==> src/rtl/penc_pkg.sv <==
package penc_pkg;
  localparam int unsigned STAGE_LINES = 8;
  localparam int unsigned STAGE_IDXW  = $clog2(STAGE_LINES);
  localparam int unsigned CHAIN_LINES = 2 * STAGE_LINES;
  localparam int unsigned CHAIN_CODEW = STAGE_IDXW + 1;

  typedef struct packed {
    logic [STAGE_IDXW-1:0] addr_n;
    logic                  grp_n;
    logic                  idle_n;
  } stage_res_t;
endpackage

==> src/rtl/penc_stage.sv <==
module penc_stage
  import penc_pkg::*;
#(
  parameter int unsigned LINES = STAGE_LINES,
  localparam int unsigned IDXW = $clog2(LINES)
) (
  input  logic [LINES-1:0] req_n,
  input  logic             en_n,
  output logic [IDXW-1:0]  addr_n,
  output logic             grp_n,
  output logic             idle_n
);
  logic            hit;
  logic [IDXW-1:0] idx;

  // scan upward so the highest asserted line overrides lower ones
  always_comb begin
    hit = 1'b0;
    idx = '0;
    for (int i = 0; i < LINES; i++) begin
      if (!req_n[i]) begin
        hit = 1'b1;
        idx = IDXW'(i);
      end
    end
  end

  always_comb begin
    addr_n = en_n ? {IDXW{1'b1}} : ~idx;
    grp_n  = en_n | ~hit;
    idle_n = en_n | hit;
  end
endmodule

==> src/rtl/penc_merge.sv <==
module penc_merge
  import penc_pkg::*;
#(
  parameter int unsigned IDXW = STAGE_IDXW,
  localparam int unsigned CODEW = IDXW + 1
) (
  input  logic [IDXW-1:0]  hi_addr_n,
  input  logic             hi_grp_n,
  input  logic [IDXW-1:0]  lo_addr_n,
  input  logic             lo_grp_n,
  output logic [CODEW-1:0] code_n,
  output logic             flag_n
);
  // the disabled stage drives all ones, so an active-low AND selects the live one
  always_comb begin
    code_n = {hi_grp_n, hi_addr_n & lo_addr_n};
    flag_n = hi_grp_n & lo_grp_n;
  end
endmodule

==> src/rtl/penc16_top.sv <==
module penc16_top
  import penc_pkg::*;
#(
  parameter bit ACTIVE_HIGH = 1'b0
) (
  input  logic                   clk,
  input  logic                   rst_n,
  input  logic                   en_n,
  input  logic [CHAIN_LINES-1:0] req_n,
  output logic [CHAIN_CODEW-1:0] code,
  output logic                   flag
);
  localparam logic [CHAIN_CODEW-1:0] CODE_IDLE = ACTIVE_HIGH ? '0 : '1;
  localparam logic                   FLAG_IDLE = ~ACTIVE_HIGH;

  logic rst_meta, rst_q;
  always_ff @(posedge clk or negedge rst_n) begin
    if (!rst_n) begin
      rst_meta <= 1'b0;
      rst_q    <= 1'b0;
    end else begin
      rst_meta <= 1'b1;
      rst_q    <= rst_meta;
    end
  end

  stage_res_t hi_res, lo_res;

  penc_stage #(.LINES(STAGE_LINES)) u_hi (
    .req_n (req_n[CHAIN_LINES-1:STAGE_LINES]),
    .en_n  (en_n),
    .addr_n(hi_res.addr_n),
    .grp_n (hi_res.grp_n),
    .idle_n(hi_res.idle_n)
  );

  penc_stage #(.LINES(STAGE_LINES)) u_lo (
    .req_n (req_n[STAGE_LINES-1:0]),
    .en_n  (hi_res.idle_n),
    .addr_n(lo_res.addr_n),
    .grp_n (lo_res.grp_n),
    .idle_n(lo_res.idle_n)
  );

  logic [CHAIN_CODEW-1:0] code_n_w;
  logic                   flag_n_w;

  penc_merge #(.IDXW(STAGE_IDXW)) u_merge (
    .hi_addr_n(hi_res.addr_n),
    .hi_grp_n (hi_res.grp_n),
    .lo_addr_n(lo_res.addr_n),
    .lo_grp_n (lo_res.grp_n),
    .code_n   (code_n_w),
    .flag_n   (flag_n_w)
  );

  logic [CHAIN_CODEW-1:0] code_d, code_q;
  logic                   flag_d, flag_q, primed_q;
  logic                   load;

  generate
    if (ACTIVE_HIGH) begin : g_pos
      always_comb begin
        code_d = ~code_n_w;
        flag_d = ~flag_n_w;
      end
    end else begin : g_neg
      always_comb begin
        code_d = code_n_w;
        flag_d = flag_n_w;
      end
    end
  endgenerate

  assign load = 1'b1;

  always_ff @(posedge clk or negedge rst_q) begin
    if (!rst_q) begin
      code_q   <= CODE_IDLE;
      flag_q   <= FLAG_IDLE;
      primed_q <= 1'b0;
    end else if (load) begin
      code_q   <= code_d;
      flag_q   <= flag_d;
      primed_q <= 1'b1;
    end
  end

  assign code = code_q;
  assign flag = flag_q;

  logic [CHAIN_CODEW-1:0] idx_seen;
  logic                   hit_seen;
  assign idx_seen = ACTIVE_HIGH ? code_q : ~code_q;
  assign hit_seen = ACTIVE_HIGH ? flag_q : ~flag_q;


  flag_hit_chk: assert property (@(posedge clk) disable iff (!rst_q)
    primed_q |-> (hit_seen == ($past(!en_n) && $past(req_n != '1))));


  disabled_idle_chk: assert property (@(posedge clk) disable iff (!rst_q)
    (primed_q && $past(en_n)) |-> (code_q == CODE_IDLE && flag_q == FLAG_IDLE));


  top_line_chk: assert property (@(posedge clk) disable iff (!rst_q)
    (primed_q && $past(!en_n && !req_n[CHAIN_LINES-1])) |-> (idx_seen == '1));


  upper_bit_chk: assert property (@(posedge clk) disable iff (!rst_q)
    (primed_q && $past(!en_n && req_n[CHAIN_LINES-1:STAGE_LINES] != '1))
      |-> idx_seen[CHAIN_CODEW-1]);


  lower_bit_chk: assert property (@(posedge clk) disable iff (!rst_q)
    (primed_q && $past(!en_n && req_n[CHAIN_LINES-1:STAGE_LINES] == '1))
      |-> !idx_seen[CHAIN_CODEW-1]);
endmodule

==> config.mk <==
export PLATFORM = sky130hd
export DESIGN_NAME = penc16_top
export DESIGN_NICKNAME = d
export VERILOG_FILES = /design/src/rtl/penc_pkg.sv /design/src/rtl/penc_stage.sv /design/src/rtl/penc_merge.sv /design/src/rtl/penc16_top.sv
export SDC_FILE = /design/constraint.sdc
export NUM_CORES = 1
export LEC_CHECK = 0
export BUFFER_PORTS_ARGS = -buffer_cell sky130_fd_sc_hd__buf_2
export CELL_PAD_IN_SITES_DETAIL_PLACEMENT = 0
export CELL_PAD_IN_SITES_GLOBAL_PLACEMENT = 1
export CORE_UTILIZATION = 26
export DETAILED_ROUTE_END_ITERATION = 12
export PLACE_DENSITY = 0.81
export SLEW_MARGIN = 20
export SYNTH_ARGS = -nofsm -noshare
export SYNTH_HDL_FRONTEND = slang
export SYNTH_SLANG_ARGS = --single-unit
export TNS_END_PERCENT = 5
==> constraint.sdc <==
create_clock -name clk -period 0.8 [get_ports clk]
set_input_delay 0.12 -clock clk [delete_from_list [all_inputs] [get_ports clk]]
set_output_delay 0.12 -clock clk [all_outputs]
set_load 0.005 [all_outputs]
; ---- After elaboration in Yosys (flattened, before gate mapping)
; Index checks and enable logic that the tools add are counted.
[classes]
muxes = 32
bitwise = 9
[op_table]
columns = op, count
row1 = $mux 3, 10
row2 = $mux 1, 18
row3 = $mux 2, 4
row4 = $not 3->3, 2
row5 = $and 3x3->3, 1
row6 = $or 1x1->1, 3
row7 = $not 1->1, 2
row8 = $and 1x1->1, 1
[word_totals]
word_cells = 45
in_bits = 19
reg_bits = 7

; ---- Longest topological paths before layout
; Gate-level depths: netlist of the first run.
[depth]
ltp_word = 11
depth_mapped = 4
ltp_nobuf = 4

; ---- Modules after synthesis
; From an unflattened synthesis of the first run, not the netlist that was laid out.
[hier_totals]
cells_unflattened = 43
hier_area_um2 = 375.4
[by_module_without_submodules]
columns = mod, instances, seq_area_each_um2, cells_per_inst, area_each_um2
row1 = penc16_top, 1, 181.4, 8, 185.2
row2 = penc_stage, 2, 0.0, 15, 78.8
row3 = penc_merge, 1, 0.0, 5, 32.5

; ---- Worst setup path before layout of the first run
; OpenSTA, ideal clock, no wires.
[synth_timing]
path_kind = input-to-reg
start = input port req_n[11]
end = register code_q[0], in the netlist code[0]
path_stages = 3
path_buffers = 0
setup_slack_ns = 0.009
arrival_ns = 0.711
cell_sequence = nand4_2 > or3_1 > o22a_1
[synth_between]
elab_chain_cells = 8
word_cells_on_any_way = 15
[synth_lines]
columns = item, line_no
row1 = from (decl), penc16_top.sv:9  ; input logic [CHAIN_LINES-1:0] req_n,
row2 = $mux 1 / $mux 2 (equally long branches), penc_stage.sv:21  ; if (!req_n[i]) begin
row3 = $mux 1 / $mux 3 (equally long branches) (4 in a row), penc_stage.sv:21
row4 = $or 1x1->1 / $not 3->3 (equally long branches), "penc_stage.sv:31, penc_stage.sv:29"
row5 = $mux 3, penc_stage.sv:29  ; addr_n = en_n ? {IDXW{1'b1}} : ~idx;
row6 = $and 3x3->3 (*), penc_merge.sv:16  ; code_n = {hi_grp_n, hi_addr_n & lo_addr_n};
row7 = named net code_d[0], penc16_top.sv:57  ; logic [CHAIN_CODEW-1:0] code_d, code_q;
row8 = to (signal assigned), penc16_top.sv:83  ; code_q <= code_d;
row9 = to (decl), penc16_top.sv:57
; Mark *: on every way through the listed nets, which the timed path passes. The rest lies on a longest branch.

; ---- Worst setup path after layout of the first run
[layout_timing]
start = register code_q[0], in the netlist code[0]
end = output port code[0]
[layout_rtl]
columns = item, line_no
row1 = to (decl), penc16_top.sv:10  ; output logic [CHAIN_CODEW-1:0] code,
; No word-level cell between the ends.

==> impl_summary.md, run 1 <==
Run status
The flow ran to the end, but the final reports show violations. The final reports fail on negative setup slack.

Setup path
The biggest cell delay along the critical path is around 500 ps. The startpoint class of the critical path is a register. In this run the critical register-to-register path is captured at rst_q. In this run the worst path has a maximum fanout of 1.

The worst setup slack for register-to-register paths is about 330 ps. STA puts the critical path data arrival time at 850 ps. The cell type group with the largest total delay on the critical path is flip-flops.

The critical path's slowest cell is dfstp_2. Together, buffers and inverters on the worst path number 1. The path type of the worst setup path is register to output port. In this run the critical register-to-register path is launched from rst_meta.

The sort of element at the end of the critical path is an output port. The number of cells on the worst reg-to-reg path is 0. The startpoint of the worst setup timing path is code[0]. STA puts the critical path data required time at 680 ps. Walking the worst path, the cells encountered are buf_2.

Worst hold path
The type of the most critical hold path is input port to async pin.

CTS
For this design, the sink count on the clock tree is 7. The post-CTS setup buffer count is 0. The clock insertion delay at the later pin of the skew report is 240 ps. The CTS tree is done. In this run the deepest clock path goes through 2 buffers. The clock-pin slew reported for the worst setup and hold paths after clock tree synthesis is 50 ps.

The root buffer selected by CTS is clkbuf_4. The H-tree depth is 1. The number of clock buffers inserted by TritonCTS is 3.

Synth
The post-synthesis cell area is around 350 um2. The sequential-to-total area share from yosys stat is 0.522. The share of synthesized flip-flops with an asynchronous set or reset is 1.00. The most used flip-flop cell after synthesis is dfstp_2. The number of synthesized flops with an enable pin is 0.

The leading cell type by number of instances after synthesis is dfstp_2. By area the synthesized netlist is led by dfstp_2 38%, dfrtp_1 14%, o21ai_0 5.8%, inv_1 4.3%, a31oi_1 3.6%. The largest total area in the synthesized netlist belongs to dfstp_2. The distinct cell type count of the synthesized netlist is 21. A synthesized cell averages 9.66 um2. After synthesis the netlist holds a flip-flop and latch count of 7. The commonest cells after synthesis are 5 x dfstp_2, 4 x inv_1, 4 x o21ai_0. The count of yosys warnings during synthesis is 0. Synthesis produced a netlist whose cell count is 36.

Counting every net in the synthesized netlist gives 55. The fraction of synthesized cell area taken by the top area cell type is 0.378.

Detailed routing
Across all layers, the routed design uses 394 vias. The wire length per cell after detailed routing is 9.42 um. The wire length after detailed routing is 829 um.

For this block, the initial DRC count from the detailed router was 3. The number of nets with antenna violations after routing is 0. The pre-antenna-repair detailed-routing pass consisted of 2 iterations.

The ratio of routed vias to standard cells is 4.48. The detailed-route DRC error count is 0.

Timing
The fmax is a little over 1 GHz. Across all hold checks on the routed design, the worst slack comes to approximately 190 ps. The count of final max-slew check failures is 0. Counting I/O delays and the setup requirement, the final critical path takes 973 ps. The count of final hold-check violations came to 0.

Setup repair after global routing could not meet its margin everywhere. The setup clock skew after layout is around 1.6 ps. The worst-case setup margin in the final layout is -173 ps.

Of the available clock period, the critical path in the final layout requires 1.22. Setup violations remaining at the end of the flow were counted as 5.

Placed design
The routability congestion estimate from global placement is 0.776. Port buffering added 23 buffers. Once detailed placement completed, the half-perimeter wirelength came to 725 um.

GRT
The via count of the first global-routing pass is 376. The initial antenna violation count is 0. The maximum number of pins on one net before global-route repair is 6. The total track usage is 0.143. The sum of overflow across all layers after global routing is 0. The first-pass GRT wire length is 1450 um.

Die
The core region is 1170 um2. The floorplan step set the die height to around 39 um. In this run the count of I/O pins placed on the die edge is 24. In this run the horizontal extent of the chip is approximately 39 um. The total die area is 1490 um2. For this configuration, the core starts out at a cell density of 0.297. The number of standard-cell rows in the floorplan is 12.

Flow run
The tool flagged a number of max-cap violations equal to 0.

Pwr
For this design the static power due to leakage is 0.000309 uW. Cell internal power was estimated by the tool at 674 uW. Of the total power, the share spent switching nets is 0.224. The share of total power dissipated in combinational logic is 0.189. Summed over all nets, the switching power comes to 194 uW. The share of total power dissipated in sequential elements is 0.457. The largest voltage drop on the vdd net is 0.000730 V. The clock share of power is 0.354. The areal power density over the cells is 1440 nW/um2.

Finish
The final standard cell utilization of the core is 0.516. After filler insertion, the fill cell instance count of the layout stands at 111. The signed area change from the synthesized netlist to the final layout is 73.7%.

The final net count is 94. 0 antenna diodes ended up in the layout. The share of post-route cells with drive strength above 1 is 0.581.
## kinds of logic (layout without fill, tap and decap cells)
family / count (synthesis) / after routing / share of synthesized area
and+or+nand+nor: 11 / 11 / 0.180
other: 1 / 1 / 0.0108
buffers and inverters: 4 / 42 / 0.0432
DFF: 7 / 7 / 0.522
AOI/OAI and AO/OA: 13 / 13 / 0.245
## state kept, by name, indices dropped and copies added (netlist names)
name and cells:
code 4, flag 1, rst_q 1, rst_meta 1
## how the worst max path moves through the flow
stage,endpoint,slack [ps],depth (start not counted)
2_1_floorplan,code[0],9,3
3_3_place_gp,code[1],-130,5
3_5_place_dp,code[0],-150,4
4_1_cts,code[3],-190,1
5_1_grt,code[3],-210,1
6_report,code[0],-170,1
## per-layer routing
layer  global-route usage  vias up  wire length [um]
li1                     -      207                 -
met1                0.177      171               369
met2                0.238       16               423
met3               0.0520        0                36
met4               0.0259        0                 0
met5                    0        -                 0
## power groups by stage
stage / Clock [uW] / Sequential [uW] / Combinational (uW)
3_3_place_gp: 0 / 400 / 153
3_5_place_dp: 0 / 401 / 155
4_1_cts: 324 / 396 / 160
6_report: 307 / 397 / 164
5_1_grt: 351 / 399 / 186
2_1_floorplan: 0 / 402 / 38.1
## cell usage in the layout, fill, tap and decap left out
| master | netlist | routed |
|---|---|---|
| buf_2 | 0 | 21 |
| buf_4 | 0 | 10 |
| dfstp_2 | 5 | 5 |
| inv_1 | 4 | 4 |
| o21ai_0 | 4 | 4 |
| nand2_1 | 3 | 3 |
| clkbuf_4 | 0 | 3 |
| nand4_1 | 2 | 2 |
| a31oi_1 | 2 | 2 |
| buf_6 | 0 | 2 |
| dfrtp_1 | 2 | 2 |
| a21oi_1 | 1 | 1 |
| nand4_2 | 1 | 1 |
| nor2_1 | 1 | 1 |
| o21ai_1 | 1 | 1 |
| nand3_1 | 1 | 1 |
| a41o_1 | 1 | 1 |
| or3_1 | 1 | 1 |
| o22a_1 | 1 | 1 |
| or2_2 | 1 | 1 |
| a41oi_1 | 1 | 1 |
| o21bai_1 | 1 | 1 |
| nor3_1 | 1 | 1 |
| a21o_1 | 1 | 1 |
| clkbuf_1 | 0 | 1 |
| dlygate4sd3_1 | 0 | 1 |
| conb_1 | 1 | 1 |
## through the flow
stage | instance area, um2 | total power [uW] | instances | worst slack (ps) | TNS (ps)
6_report | 604 | 868 | 88 | -173 | -842
5_1_grt | 604 | 936 | 88 | -211 | -1010
4_1_cts | 592 | 880 | 88 | -186 | -911
3_5_place_dp | 556 | 556 | 83 | -148 | -442
3_3_place_gp | 556 | 554 | 83 | -134 | -415
2_1_floorplan | 348 | 440 | 36 | 9.15 | 0
## timing repair
action | 4_1_cts | 5_1_grt
gates resized for setup | 0 | 2
hold endpoints to repair | 2 | 0
endpoints found under the setup margin | 5 | 5
hold buffers | 1 | 0
## layout make-up
class	count	area [um2]	share of cell area
clock buffer	4	26.3	0.0435
inverter	4	15.0	0.0248
multi-input combinational	25	151	0.251
sequential	7	181	0.300
tap	14	17.5	0.0290
timing repair buffer	34	213	0.352
Note: power is estimated with default switching activity, not from simulation.
==> run 2: changes to the inputs <==
PLACE_DENSITY = 0.8   (was 0.81)
SETUP_SLACK_MARGIN = 0.1   (was unset)
SYNTH_HIERARCHICAL = 1   (was unset)
==> run 2 against run 1 <==
  * The run still ends with negative setup slack left
  * Critical path depth unchanged
  * Flip-flop and latch count stayed put
  * Final cell count increased by 5.7%
  * Total power up 2.6%
  * First-iteration DRC count rose by 67%
  * Largest power group unchanged
  * Largest cell class unchanged
  * Routed wire length unchanged
  * Register-to-register slack is essentially flat
  * Synthesized cell count increased by 17%
  * Worst setup slack improved by 2.1 ps
==> impl_summary.md, run 2 <==
Run status
The run finished, with violations left. The checks that failed: negative setup slack.

Finish
The area of all sequential standard cells is 181 um2 (unchanged). In the layout the commonest cells are 15 x buf_2, 9 x buf_4, 8 x buf_6. The combined area of the multi-input logic cells was 174 um2 (+15%). The diode insertion count for antenna repair is 0 (unchanged). The flip-flop count of the largest register after layout is 4 (unchanged). The signed area change from the synthesized netlist to the final layout is 79.0%.

The final cell count without fillers came to 93 (+5.7%). The leading cell type in the layout, fill and taps excluded is buf_2. The total of fill cells in the finished design is 123 (+11%). The share of post-route cells with drive strength above 1 was 0.551 (-0.0298). The final net count is 98 (+4.3%). The final standard cell utilization of the core was 0.501 (-0.0146).

Timing
Setup repair after global routing could not meet its margin everywhere. The fmax is 1.03 GHz (+0.21%). The count of final hold-check violations is 0 (unchanged). The time the final worst path needs with I/O delays and setup is 971 ps (-2.07 ps). The count of final max-slew check failures is 0 (unchanged).

The total of endpoints with negative setup slack in the final report came to 7 (+2). The final critical-path share of the clock period was 1.21 (-0.00258). The setup clock skew after layout was 0.156 ps (-1.42 ps). The setup total negative slack came to -900 ps (-58.0 ps). The worst-case setup margin in the final layout is -171 ps (+2.07 ps).

CTS
The worst-case clock buffer depth is 2 (unchanged). The clock-pin slew reported for the worst setup and hold paths after clock tree synthesis is 50 ps (about the same). The CTS tree is done. The H-tree depth is 1 (unchanged).

The number of clock sinks came to 7 (unchanged). The number of clock buffers inserted by TritonCTS is 3 (unchanged). The root buffer selected by CTS is clkbuf_4. The post-CTS setup buffer count was 0 (unchanged). The clock insertion delay at the later pin of the skew report is 240 ps (about the same).

Detailed routing
The total vias in the final route was 413 (+4.8%). The wire length per cell after detailed routing is 8.91 um (-5.4%). The number of nets with antenna violations after routing came to 0 (unchanged).

The first-pass iteration count of the detailed router is 4 (+2). The detailed-route DRC error count is 0 (unchanged). The ratio of routed vias to standard cells is 4.44 (-0.81%). The number of violations reported at the end of detailed-routing iteration 0 is 5 (+2). The wire length after detailed routing is 829 um (unchanged).

Pwr
The largest voltage drop on the vdd net is 0.000366 V (-50%). The combinational cell fraction of total power came to 0.209 (+0.020). The sum of internal, switching and leakage power came to 890 uW (+2.6%). The switching power came to 193 uW (-0.55%).

The switching part of the total power is 0.217 (-0.00684). The internal power consumption is 697 uW (+3.5%). The areal power density over the cells is 1350 nW/um2 (-6.1%). The static leakage power was 0.000318 uW (+2.9%).

The sequential share of power was 0.449 (-0.008). The clock share of power is 0.342 (-0.012).

Setup path
The endpoint arrival time on the critical path is 850 ps (about the same). The number of cells on the worst reg-to-reg path is 0 (unchanged). The kind of cell with the highest combined delay along the critical path is flip-flops. The largest driver fanout on the critical path is 1 (unchanged). The critical path's slowest cell is dfstp_2.

The sum of buffers and inverters on the critical path is 1 (unchanged). The biggest cell delay along the critical path is 520 ps (about the same). The critical path goes through buf_6. The endpoint required time on the critical path came to 680 ps (about the same). The startpoint class of the critical path is a register. The path type of the worst setup path is register to output port. The worst setup path is captured at an output port.

In this run the critical register-to-register path is launched from rst_meta. The worst setup slack for register-to-register paths is 340 ps (about the same). The destination of the worst register-to-register timing path is rst_q.

Die
The total die area is 1570 um2 (+5.8%). The number of standard-cell rows in the floorplan came to 13 (+1). The number of top-level pins is 24 (unchanged). The initial cell density of the core was 0.280 (-0.0169). The floorplan die height was 39.7 um (+2.9%). The placeable core region came to 1320 um2 (+13%). The width of the chip is 39.7 um (+2.9%).

GRT
The total track usage is 0.127 (-0.0162). The sum of overflow across all layers after global routing is 0 (unchanged). The via count of the first global-routing pass was 359 (-4.5%). The maximum number of pins on one net before global-route repair was 6 (unchanged).

The initial antenna violation count is 0 (unchanged). The first-pass GRT wire length is 1300 um (-10%).

Worst hold path
The type of the most critical hold path is input port to async pin.

Placed design
The count of buffers from port buffering is 23 (unchanged). The worst slack at placement came to -347 ps (-198 ps). The number of cells in the design after placement is 88 (+6.0%). The post-detailed-placement half-perimeter wirelength was 699 um (-3.6%). The routability congestion estimate from global placement is 0.801 (+3.3%).

Synth
The synthesized net count is 61 (+11%). The post-synthesis cell count is 42 (+17%). The post-synthesis cell area is 369 um2 (+6.1%). The average instance area after synthesis is 8.79 um2 (-9.0%). The count of yosys warnings during synthesis is 6 (+6).

Flow run
The count of max-cap constraint violations is 0 (unchanged).
run 2: worst max-delay path by stage:
stage | slack (ps) | from | depth (start not counted) | to
2_1_floorplan | -190 | req_n[15] | 5 | code[0]
3_3_place_gp | -330 | req_n[15] | 6 | code[0]
3_5_place_dp | -350 | req_n[15] | 6 | code[0]
4_1_cts | -190 | code[2] | 1 | code[2]
5_1_grt | -210 | code[3] | 1 | code[3]
6_report | -170 | code[3] | 1 | code[3]
run 2: repair_timing:
item                       CTS  global route
pin swaps                    1             1
hold buffers                 1             0
hold endpoints to repair     2             0
setup endpoints to repair    9             9
cloned                       0             0
resized for setup            5             7
run 2: per-stage QoR:
step	instance area [um2]	hold WS, ps
after floorplan	369	-176
after global placement	563	-94.4
after detailed placement	563	-92.2
after CTS	629	171
after global routing	661	191
final	661	186
run 2: power by group through the flow:
stage          sequential (uW)  combinational [uW]  clock (uW)
3_5_place_dp               402                 154           0
6_report                   399                 186         305
4_1_cts                    397                 170         326
3_3_place_gp               400                 153           0
5_1_grt                    402                 206         340
2_1_floorplan              403                41.4           0
run 2: layout make-up:
cell class              instances  share of cell area
clock buffers                   4              0.0398
inverters                       4              0.0265
multi-input cells              30               0.263
flip-flops and latches          7               0.275
well taps                      15              0.0284
repair buffers                 33               0.367
run 2: routing by layer:
layer / vias to the layer above / wire [um] / part of all wire / track usage
met5: - / 0 / 0 / 0
met2: 10 / 459 / 0.55 / 0.213
met4: 0 / 0 / 0 / 0.103
met3: 0 / 38 / 0.046 / 0.0170
met1: 185 / 332 / 0.40 / 0.138
li1: 218 / - / - / -
==> run 3: changes to the inputs <==
CORE_UTILIZATION = 28   (was 26)
CTS_BUF_LIST = sky130_fd_sc_hd__clkbuf_8   (was unset)
PLACE_DENSITY = 0.85   (was 0.8)
==> run 3 against run 2 <==
  * The run still ends with negative setup slack left
  * Sequential power about the same
  * Combinational power is 3% higher
  * Clock-buffer cell count shrank 1
  * Flip-flop and latch count unchanged
  * Critical endpoint is now code[1]
  * Routed wire length grew 9.0%
  * Non-clock buffer count grew 1
  * Global-route usage rose by 3.4 points
  * Worst setup slack improved by 17 ps
==> impl_summary.md, run 3 (same netlist as run 2, synthesis figures left out) <==
Setup path
The endpoint required time on the critical path is 680 ps (about the same). STA classifies the critical path startpoint as a register. The sum of buffers and inverters on the critical path came to 1 (unchanged).

The biggest cell delay along the critical path came to 520 ps (about the same). The endpoint arrival time on the critical path is 830 ps (-20 ps). In this run the critical register-to-register path is captured at rst_q. The signal on the critical path passes through buf_6. The cell type group with the largest total delay on the critical path is flip-flops. The number of cells on the worst reg-to-reg path was 0 (unchanged). The worst setup slack for register-to-register paths is 340 ps (about the same). The largest driver fanout on the critical path is 1 (unchanged). STA classifies the critical path endpoint as an output port. The critical path's slowest cell is dfstp_2.

The launching point of the worst reg2reg path is rst_meta. The path type of the worst setup path is register to output port.

Die
The number of top-level pins is 24 (unchanged). The floorplan die height is 38.3 um (-3.5%). The width of the chip is 38.3 um (-3.5%). The total die area is 1470 um2 (-6.8%). The initial cell density of the core is 0.315 (+0.0350). The placeable core region is 1170 um2 (-11%).

The number of standard-cell rows in the floorplan is 12 (-1).

Timing
The count of final max-slew check failures came to 0 (unchanged). The fmax is 1.05 GHz (+1.8%). Setup repair after global routing could not meet its margin everywhere. The total of endpoints with negative setup slack in the final report is 9 (+2).

The count of final hold-check violations was 0 (unchanged). The worst-case setup margin in the final layout was -153 ps (+17.5 ps). The setup clock skew after layout is 0.624 ps (+0.467 ps). The setup total negative slack is -900 ps (-0.458 ps). The final critical-path share of the clock period is 1.19 (-0.0218). The time the final worst path needs with I/O delays and setup is 953 ps (-17.5 ps).

Detailed routing
The detailed-route DRC error count is 0 (unchanged). The first-pass iteration count of the detailed router came to 4 (unchanged). The wire length after detailed routing is 904 um (+9.0%). The number of violations reported at the end of detailed-routing iteration 0 is 4 (-1). The number of nets with antenna violations after routing is 0 (unchanged). The total vias in the final route is 415 (+0.48%). The ratio of routed vias to standard cells is 4.46 (+0.48%). The wire length per cell after detailed routing is 9.72 um (+9.0%).

Pwr
The areal power density over the cells came to 1560 nW/um2 (+16%). The static leakage power is 0.000336 uW (+5.5%). The largest voltage drop on the vdd net came to 0.000530 V (+45%).

Finish
Leaving out fill and tap cells, the most frequent cell in the layout is buf_2. The final standard cell utilization of the core was 0.580 (+0.0787). The flip-flop count of the largest register after layout was 4 (unchanged).

The share of post-route cells with drive strength above 1 is 0.544 (-0.00698). The area growth from synthesis to layout is 84.1%. The diode insertion count for antenna repair is 0 (unchanged). In the layout the commonest cells are 15 x buf_2, 10 x buf_4, 8 x buf_6. The final net count came to 99 (+1.0%).

GRT
The first-pass GRT wire length came to 1550 um (+19%). The sum of overflow across all layers after global routing is 0 (unchanged). The initial antenna violation count is 0 (unchanged).

The via count of the first global-routing pass is 411 (+14%). The total track usage is 0.160 (+0.0337). The maximum number of pins on one net before global-route repair was 6 (unchanged).

CTS
The H-tree depth is 1 (unchanged). The CTS tree is done. The number of clock sinks is 7 (unchanged). The tree is rooted in a clkbuf_8.

The worst-case clock buffer depth is 2 (unchanged). The post-CTS setup buffer count came to 0 (unchanged). The clock insertion delay at the later pin of the skew report came to 220 ps (-20 ps).

The number of clock buffers inserted by TritonCTS came to 3 (unchanged). The clock-pin slew reported for the worst setup and hold paths after clock tree synthesis was 40 ps (about the same).

Placed design
The post-detailed-placement half-perimeter wirelength is 726 um (+3.9%). The routability congestion estimate from global placement is 0.768 (-4.1%). The count of buffers from port buffering was 23 (unchanged).

Run status
The flow ran to the end, but the final reports show violations. The checks that failed: negative setup slack.

Worst hold path
The type of the most critical hold path is input port to async pin.

Flow run
The count of max-cap constraint violations is 0 (unchanged).
-- run 3: cell types whose count changed in the layout (fill, tap and decap cells not counted), sizes merged --
cell,previous run,this run
clkbuf,4,3
inv,4,5
buf,32,33
-- run 3: area by class of cell --
| class | count | area (um2) |
|---|---|---|
| clock inverters | 1 | 3.75 |
| repair buffers | 34 | 250 |
| clock buffers | 3 | 41.3 |
| inverters | 4 | 15.0 |
| flip-flops and latches | 7 | 181 |
| well taps | 14 | 17.5 |
| multi-input cells | 30 | 170 |
| fillers | 101 | 492 |
-- run 3: per-layer routing --
layer,wire length [um],GRT usage,up-vias
li1,-,-,219
met1,353,0.152,175
met2,469,0.284,19
met3,65,0.0407,2
met4,15,0.134,0
met5,0,0,-
-- run 3: power by group --
part / total (uW) / internal [uW] / switching, uW
sequential: 400 / 389 / 11.2
clock: 472 / 331 / 141
combinational: 191 / 123 / 68.7
-- run 3: worst max-delay path by stage --
stage / startpoint / endpoint / slack [ps] / cells after the start
2_1_floorplan: req_n[15] / code[0] / -190 / 5
4_1_cts: code[1] / code[1] / -160 / 1
3_3_place_gp: req_n[15] / code[0] / -320 / 6
3_5_place_dp: req_n[15] / code[0] / -360 / 6
5_1_grt: code[1] / code[1] / -180 / 1
6_report: code[1] / code[1] / -150 / 1
-- run 3: what timing repair did --
item / 4_1_cts / 5_1_grt
gates resized for setup: 6 / 4
hold buffers: 1 / 0
pin swaps: 1 / 0
setup endpoints to repair: 9 / 10
endpoints found under the hold margin: 2 / 0
-- run 3: per-stage QoR --
step	cell area, um2	total power (uW)	setup slack [ps]	hold WS, ps	instances
detailed placement	569	560	-356	-92.4	88
finish	679	1060	-153	209	93
global placement	569	556	-321	-95.3	88
global route	679	1130	-175	216	93
floorplan	369	445	-190	-176	42
CTS	654	1060	-164	207	93
